`src/rtl/gpio_bank_pkg.sv`:
```
package gpio_bank_pkg;

    localparam int NPINS    = 8;
    localparam int DATA_W   = 8;
    localparam int ADDR_W   = 3;
    localparam int MODEM_LO = 4;

    // pin roles in modem mode
    localparam int PIN_RI  = 7;
    localparam int PIN_CD  = 6;
    localparam int PIN_DTR = 5;
    localparam int PIN_DSR = 4;

    localparam int IER_MODEM_BIT = 3;
    localparam int MCR_DTR_BIT   = 0;

    typedef enum logic [ADDR_W-1:0] {
        A_DIR   = 3'd0,
        A_LEVEL = 3'd1,
        A_IEN   = 3'd2,
        A_CTRL  = 3'd3,
        A_MCR   = 3'd4,
        A_MIE   = 3'd5,
        A_MSR   = 3'd6,
        A_NONE  = 3'd7
    } reg_addr_e;

    typedef struct packed {
        logic [3:0] rsvd_hi;
        logic       swrst;
        logic       rsvd_lo;
        logic       modem_sel;
        logic       latch_en;
    } ctrl_t;

    typedef struct packed {
        logic cd;
        logic ri;
        logic dsr;
        logic cts;
        logic dcd;
        logic teri;
        logic ddsr;
        logic dcts;
    } msr_t;

    typedef struct packed {
        logic dcd;
        logic teri;
        logic ddsr;
    } delta_t;

    // keep only the stored mode bits of a control write
    function automatic ctrl_t ctrl_from_write(input logic [DATA_W-1:0] w);
        ctrl_t c;
        c           = '0;
        c.modem_sel = w[1];
        c.latch_en  = w[0];
        return c;
    endfunction

    function automatic logic pin_owned(input int idx, input logic modem);
        return (idx < MODEM_LO) || !modem;
    endfunction

endpackage

```
`src/rtl/gpio_bank_sync.sv`:
```
module gpio_bank_sync #(
    parameter int WIDTH  = 8,
    parameter int STAGES = 2
) (
    input  logic             clk,
    input  logic             rst,
    input  logic [WIDTH-1:0] d,
    output logic [WIDTH-1:0] q,
    output logic [WIDTH-1:0] q_prev
);
    logic [WIDTH-1:0] pipe [STAGES];

    always_ff @(posedge clk) begin
        if (rst) begin
            for (int s = 0; s < STAGES; s++) pipe[s] <= '0;
            q_prev <= '0;
        end else begin
            pipe[0] <= d;
            for (int s = 1; s < STAGES; s++) pipe[s] <= pipe[s-1];
            q_prev <= pipe[STAGES-1];
        end
    end

    assign q = pipe[STAGES-1];
endmodule

```
`src/rtl/gpio_bank_pin.sv`:
```
module gpio_bank_pin (
    input  logic clk,
    input  logic rst,
    input  logic lvl,
    input  logic lvl_prev,
    input  logic is_input,
    input  logic ien,
    input  logic latch_en,
    input  logic clr,
    output logic pend,
    output logic rd_val
);
    logic ref_lvl;
    logic flag;
    logic cap;
    logic armed;

    assign armed = is_input && ien;

    always_ff @(posedge clk) begin
        if (rst) begin
            ref_lvl <= 1'b0;
            flag    <= 1'b0;
            cap     <= 1'b0;
        end else begin
            // reference follows the pin unless an armed input is watching it
            if (!armed || clr) ref_lvl <= lvl;

            if (!latch_en) begin
                flag <= 1'b0;
            end else if (armed && (lvl != lvl_prev) && !flag) begin
                flag <= 1'b1;
                cap  <= lvl;
            end else if (clr) begin
                flag <= 1'b0;
            end
        end
    end

    assign pend   = latch_en ? flag : (armed && (lvl != ref_lvl));
    assign rd_val = flag ? cap : lvl;
endmodule

```
`src/rtl/gpio_bank_modem.sv`:
```
module gpio_bank_modem
    import gpio_bank_pkg::*;
(
    input  logic   clk,
    input  logic   rst,
    input  logic   modem_en,
    input  logic   ri,
    input  logic   ri_prev,
    input  logic   cd,
    input  logic   cd_prev,
    input  logic   dsr,
    input  logic   dsr_prev,
    input  logic   clr,
    output msr_t   msr,
    output delta_t delta
);
    delta_t ev;

    always_comb begin
        ev.dcd  = modem_en && (cd != cd_prev);
        ev.teri = modem_en && ri_prev && !ri;
        ev.ddsr = modem_en && (dsr != dsr_prev);
    end

    always_ff @(posedge clk) begin
        if (rst || !modem_en) begin
            delta <= '0;
        end else if (clr) begin
            delta <= ev;
        end else begin
            delta <= delta | ev;
        end
    end

    always_comb begin
        msr      = '0;
        msr.cd   = modem_en && cd;
        msr.ri   = modem_en && ri;
        msr.dsr  = modem_en && dsr;
        msr.dcd  = delta.dcd;
        msr.teri = delta.teri;
        msr.ddsr = delta.ddsr;
    end
endmodule

```
`src/rtl/gpio_bank.sv`:
```
module gpio_bank
    import gpio_bank_pkg::*;
#(
    parameter int SYNC_STAGES = 2
) (
    input  logic              clk,
    input  logic              rst,
    input  logic [ADDR_W-1:0] addr,
    input  logic              wr_en,
    input  logic              rd_en,
    input  logic [DATA_W-1:0] wdata,
    output logic [DATA_W-1:0] rdata,
    input  logic [NPINS-1:0]  pin_in,
    output logic [NPINS-1:0]  pin_out,
    output logic [NPINS-1:0]  pin_oe,
    output logic              irq
);
    reg_addr_e         a;
    logic              swrst_q;
    logic              ir;
    logic [NPINS-1:0]  dir_q;
    logic [NPINS-1:0]  level_q;
    logic [NPINS-1:0]  ien_q;
    ctrl_t             ctrl_q;
    logic [DATA_W-1:0] mcr_q;
    logic [DATA_W-1:0] mie_q;
    logic [NPINS-1:0]  sync_cur;
    logic [NPINS-1:0]  sync_prev;
    logic [NPINS-1:0]  gpio_pend;
    logic [NPINS-1:0]  pin_rd;
    logic [NPINS-1:0]  level_rd;
    logic [NPINS-1:0]  is_input;
    logic              modem_en;
    logic              latch_en;
    logic              rd_level;
    logic              rd_msr;
    msr_t              msr;
    delta_t            delta;

    assign a        = reg_addr_e'(addr);
    assign ir       = rst || swrst_q;
    assign modem_en = ctrl_q.modem_sel;
    assign latch_en = ctrl_q.latch_en;
    assign rd_level = rd_en && (a == A_LEVEL);
    assign rd_msr   = rd_en && (a == A_MSR);

    // software reset pulse: one cycle after the control write
    always_ff @(posedge clk) begin
        if (ir) swrst_q <= 1'b0;
        else    swrst_q <= wr_en && (a == A_CTRL) && wdata[3];
    end

    always_ff @(posedge clk) begin
        if (ir) begin
            dir_q   <= '0;
            level_q <= '0;
            ien_q   <= '0;
            ctrl_q  <= '0;
            mcr_q   <= '0;
            mie_q   <= '0;
        end else if (wr_en) begin
            case (a)
                A_DIR:   dir_q   <= wdata;
                A_LEVEL: level_q <= wdata;
                A_IEN:   ien_q   <= wdata;
                A_CTRL:  ctrl_q  <= ctrl_from_write(wdata);
                A_MCR:   mcr_q   <= wdata;
                A_MIE:   mie_q   <= wdata;
                default: ;
            endcase
        end
    end

    gpio_bank_sync #(
        .WIDTH  (NPINS),
        .STAGES (SYNC_STAGES)
    ) u_sync (
        .clk    (clk),
        .rst    (rst),
        .d      (pin_in),
        .q      (sync_cur),
        .q_prev (sync_prev)
    );

    for (genvar i = 0; i < NPINS; i++) begin : g_pin
        logic owned;
        assign owned       = pin_owned(i, modem_en);
        assign is_input[i] = owned && !dir_q[i];

        gpio_bank_pin u_pin (
            .clk      (clk),
            .rst      (ir),
            .lvl      (sync_cur[i]),
            .lvl_prev (sync_prev[i]),
            .is_input (is_input[i]),
            .ien      (ien_q[i]),
            .latch_en (latch_en),
            .clr      (rd_level),
            .pend     (gpio_pend[i]),
            .rd_val   (pin_rd[i])
        );

        assign level_rd[i] = is_input[i] ? pin_rd[i] : level_q[i];

        if (i == PIN_DTR) begin : g_dtr
            assign pin_oe[i]  = owned ? dir_q[i] : 1'b1;
            assign pin_out[i] = owned ? level_q[i] : mcr_q[MCR_DTR_BIT];
        end else begin : g_plain
            assign pin_oe[i]  = owned && dir_q[i];
            assign pin_out[i] = owned && level_q[i];
        end
    end

    gpio_bank_modem u_modem (
        .clk      (clk),
        .rst      (ir),
        .modem_en (modem_en),
        .ri       (sync_cur[PIN_RI]),
        .ri_prev  (sync_prev[PIN_RI]),
        .cd       (sync_cur[PIN_CD]),
        .cd_prev  (sync_prev[PIN_CD]),
        .dsr      (sync_cur[PIN_DSR]),
        .dsr_prev (sync_prev[PIN_DSR]),
        .clr      (rd_msr),
        .msr      (msr),
        .delta    (delta)
    );

    always_comb begin
        unique case (a)
            A_DIR:   rdata = dir_q;
            A_LEVEL: rdata = level_rd;
            A_IEN:   rdata = ien_q;
            A_CTRL:  rdata = ctrl_q;
            A_MCR:   rdata = mcr_q;
            A_MIE:   rdata = mie_q;
            A_MSR:   rdata = msr;
            default: rdata = '0;
        endcase
    end

    assign irq = (|gpio_pend) || (mie_q[IER_MODEM_BIT] && (|delta));
endmodule

```
`config.mk`:
```
export PLATFORM = sky130hd
export DESIGN_NAME = gpio_bank
export DESIGN_NICKNAME = d
export VERILOG_FILES = /design/src/rtl/gpio_bank_pkg.sv /design/src/rtl/gpio_bank_sync.sv /design/src/rtl/gpio_bank_pin.sv /design/src/rtl/gpio_bank_modem.sv /design/src/rtl/gpio_bank.sv
export SDC_FILE = /design/constraint.sdc
export NUM_CORES = 1
export LEC_CHECK = 0
export CORE_ASPECT_RATIO = 1.25
export CORE_MARGIN = 2
export CORE_UTILIZATION = 51
export CTS_CLUSTER_SIZE = 12
export DETAILED_ROUTE_END_ITERATION = 8
export PLACE_DENSITY = 0.77
export SKIP_LAST_GASP = 1
export SYNTH_ARGS = -nofsm -noshare
export SYNTH_HDL_FRONTEND = slang
export SYNTH_SLANG_ARGS = --single-unit
```
`constraint.sdc`:
```
create_clock -name clk -period 1.4 [get_ports clk]
set_input_delay 0.21 -clock clk [delete_from_list [all_inputs] [get_ports clk]]
set_output_delay 0.21 -clock clk [all_outputs]
set_load 0.01 [all_outputs]
```
==> impl_metrics.env, run 1 <==
export IMPL_status="finished with violations"
export IMPL_violations="negative setup slack"
export IMPL_cts_max_level=3
export IMPL_grt_max_degree=52
export IMPL_dr_first_iter_drc_count=319
export IMPL_grt_overflow=0
export IMPL_period_share_pct=151
export IMPL_synthesis_nets=536
export IMPL_worst_path_max_fanout=4
export IMPL_drc_errors=0
export IMPL_clk_latency_ns=0.38
export IMPL_grt_pass1_wl_um=22000
export IMPL_setup_violations=26
export IMPL_grt_pass1_vias=4405
export IMPL_hold_path_class="input port to flip-flop"
export IMPL_n_antenna_cell=0
export IMPL_crit_type="flip-flop to primary output"
export IMPL_netlist_area_um2=4310
export IMPL_hold_viol_final=0
export IMPL_die_w_um=86.2
export IMPL_area_delta_synth_final_pct=45.4
export IMPL_grt_usage_pct=31.1
export IMPL_wire_per_inst_um=18.6
export IMPL_ys_warnings_count=0
export IMPL_leakage_nw=2.50
export IMPL_wl_um=14200
export IMPL_dieArea_um2=9200
export IMPL_postSynthCellCount=513
export IMPL_drive_gt1_share_pct=34.6
export IMPL_core_area_um2=8240
export IMPL_nets=688
export IMPL_ios=48
export IMPL_avgSynthCellArea_um2=8.40
export IMPL_setup_ws_ns=-0.717
export IMPL_max_freq_mhz=472
export IMPL_ant_nets=0
export IMPL_finalSetupTns_ns=-8.59
export IMPL_pwr_density_cell_nw_per_um2=856
export IMPL_hpwl_um=9280
export IMPL_clk_pin_slew_ns=0.10
export IMPL_rsz0062_at_grt="true"
export IMPL_maxCapViolCount=0
export IMPL_drt_vias_per_instance=5.90
export IMPL_portBuffers=47
export IMPL_cts_buffers=9
export IMPL_ir_worst_vdd_mv=0.732
export IMPL_first_pass_iters=5
export IMPL_clock_skew_ns=0.00986
export IMPL_synth_cell_types=51
export IMPL_fin_crit_ns=2.12
export IMPL_ys_async_sr_fraction_pct=0
export IMPL_detailroute_via_count=4529
export IMPL_place_area_um2=5590
export IMPL_dp_cells=730
export IMPL_critPathLaunchType="flip-flop"
export IMPL_ys_seq_area_share_pct=43.7
export IMPL_slew_violations=0
export IMPL_row_count=37
export IMPL_multi_input_area_um2=2520
export IMPL_endpoint_kind="primary output"
export IMPL_fillers=563
export IMPL_die_y_um=107
export IMPL_power_mw=5.36
export IMPL_clockRootBuffer="clkbuf_8"
export IMPL_worstPathRequired_ns=1.19
export IMPL_stdcell_count=767
export IMPL_clk_path_buf_depth=2
export IMPL_regArea_um2=1910
export IMPL_start_util_pct=52.3
export IMPL_cp_arrival_ns=1.91
export IMPL_cts_tree="yes"
export IMPL_synth_edf_count=0
export IMPL_worst_pin_slew_ns=0.383
export IMPL_cts_sinks=94
export IMPL_gp_congestion=0.889
export IMPL_antenna_found_initial=0
export IMPL_ys_flop_type="dfxtp_1"
export IMPL_slew_headroom_pct=74.5
export IMPL_synth_seq_cells=94
export IMPL_stdcell_area_um2=6260
==> worst paths after layout <==
check	start	to	slack, ns	cells after the start
max reg2reg	modem_en$_SDFFE_PP0N_	g_pin[4].u_pin.cap$_SDFFE_PP0P_	-0.28	6
min	pin_in[1]	u_sync.pipe[0][1]$_SDFF_PP0_	0.37	2
max	modem_en$_SDFFE_PP0N_	rdata[4]	-0.72	6
min reg2reg	u_sync.pipe[0][3]$_SDFF_PP0_	u_sync.pipe[0][11]$_SDFF_PP0_	0.44	1
==> state kept, by name, summed over array words and instances, names as in the netlist, 3 cells and up <==
signal,count
g_pin.u_pin.flag,8
g_pin.u_pin.ref_lvl,8
u_modem.delta,3
ien_q,8
u_sync.q_prev,8
u_sync.pipe,16
mie_q,8
g_pin.u_pin.cap,8
mcr_q,8
dir_q,8
level_q,8
==> cells in the mapped netlist, types with 4 or more instances <==
cell type / n / area [um^2]
o22ai_1: 4 / 25.0
nand3_1: 14 / 70.1
buf_2: 14 / 70.1
nor2_1: 38 / 143
o21ai_1: 9 / 45.0
dfxtp_1: 94 / 1880
a31oi_1: 5 / 31.3
nor2b_1: 38 / 238
or3b_1: 4 / 35.0
nand2b_1: 10 / 62.6
nand4_1: 4 / 25.0
buf_4: 9 / 67.6
xor2_1: 6 / 52.6
a21oi_1: 59 / 295
xnor2_1: 10 / 87.6
o21ai_0: 8 / 40.0
nor3_1: 10 / 50.1
nand2_1: 79 / 297
mux2i_1: 28 / 280
nor4b_1: 6 / 52.6
inv_1: 5 / 18.8
nor3b_1: 7 / 52.6
clkbuf_1: 10 / 37.5
==> power by group <==
part | total, mW | leakage, nW | internal, mW | switching, mW
Sequential | 2.77 | 0.772 | 2.73 | 0.0441
Combinational | 0.700 | 1.63 | 0.347 | 0.352
Clock | 1.89 | 0.0931 | 0.839 | 1.05
==> metrics by stage <==
step,util [%],worst slack (ns),hold slack [ns]
floorplan,-,-0.0309,0.282
global placement,67.8,-0.903,0.423
detailed placement,67.8,-0.918,0.425
CTS,74.0,-0.695,0.364
global route,76.0,-0.760,0.372
finish,76.0,-0.717,0.370
==> layout make-up <==
| class | instances | area share, % |
|---|---|---|
| clock buffer | 10 | 2.04 |
| clock inverter | 6 | 1.14 |
| inverter | 5 | 0.300 |
| multi-input combinational | 379 | 40.2 |
| sequential | 94 | 30.5 |
| tap | 97 | 1.94 |
| timing repair buffer | 176 | 23.9 |
==> logic make-up after synthesis <==
family / share of synthesized area (%)
mux: 7.29
buf+inv: 4.68
flops: 43.7
compound gates: 14.3
simple gates: 26.8
xor+xnor: 3.25
==> cell usage in the layout (no fill, tap or decap), types with 15 or more instances in the layout <==
cell / netlist / routed
buf_4: 9 / 106
nand2_1: 79 / 79
dfxtp_1: 94 / 79
a21oi_1: 59 / 57
nor2_1: 38 / 33
nor2b_1: 38 / 33
mux2i_1: 28 / 25
clkdlybuf4s50_1: 0 / 19
buf_2: 14 / 16
buf_6: 0 / 15
==> worst max-delay path, stage by stage, from the launching register on <==
cell and delay, ns:
dfxtp_4 0.37, buf_6 0.13, o21ai_4 0.16, o31ai_2 0.13, mux2_4 0.28, a221o_1 0.31, buf_2 0.15
==> metal layers <==
layer / GRT usage [%] / vias up / wire, um
met1: 36.9 / 2155 / 5330
met3: 4.77 / 48 / 917
met2: 54.1 / 239 / 7360
met4: 15.3 / 0 / 624
met5: 0 / - / 0
li1: - / 2087 / -
==> what timing repair did <==
action,4_1_cts,5_1_grt
cloned,1,0
pin swaps,21,18
hold buffers,0,0
setup buffers,14,6
gates resized for setup,164,30
hold endpoints to repair,0,0
setup endpoints to repair,66,38
(Power assumes the default switching activity.)
==> inputs of run 2 (changes only) <==
--- a/config.mk
+++ b/config.mk
@@ -10,6 +10,7 @@
 export CORE_UTILIZATION = 51
 export CTS_CLUSTER_SIZE = 12
 export DETAILED_ROUTE_END_ITERATION = 8
+export GPL_TIMING_DRIVEN = 1
 export PLACE_DENSITY = 0.77
 export SKIP_LAST_GASP = 1
 export SYNTH_ARGS = -nofsm -noshare
==> results of run 2 <==
Final layout, timing and power as in run 1 (identical DEF).
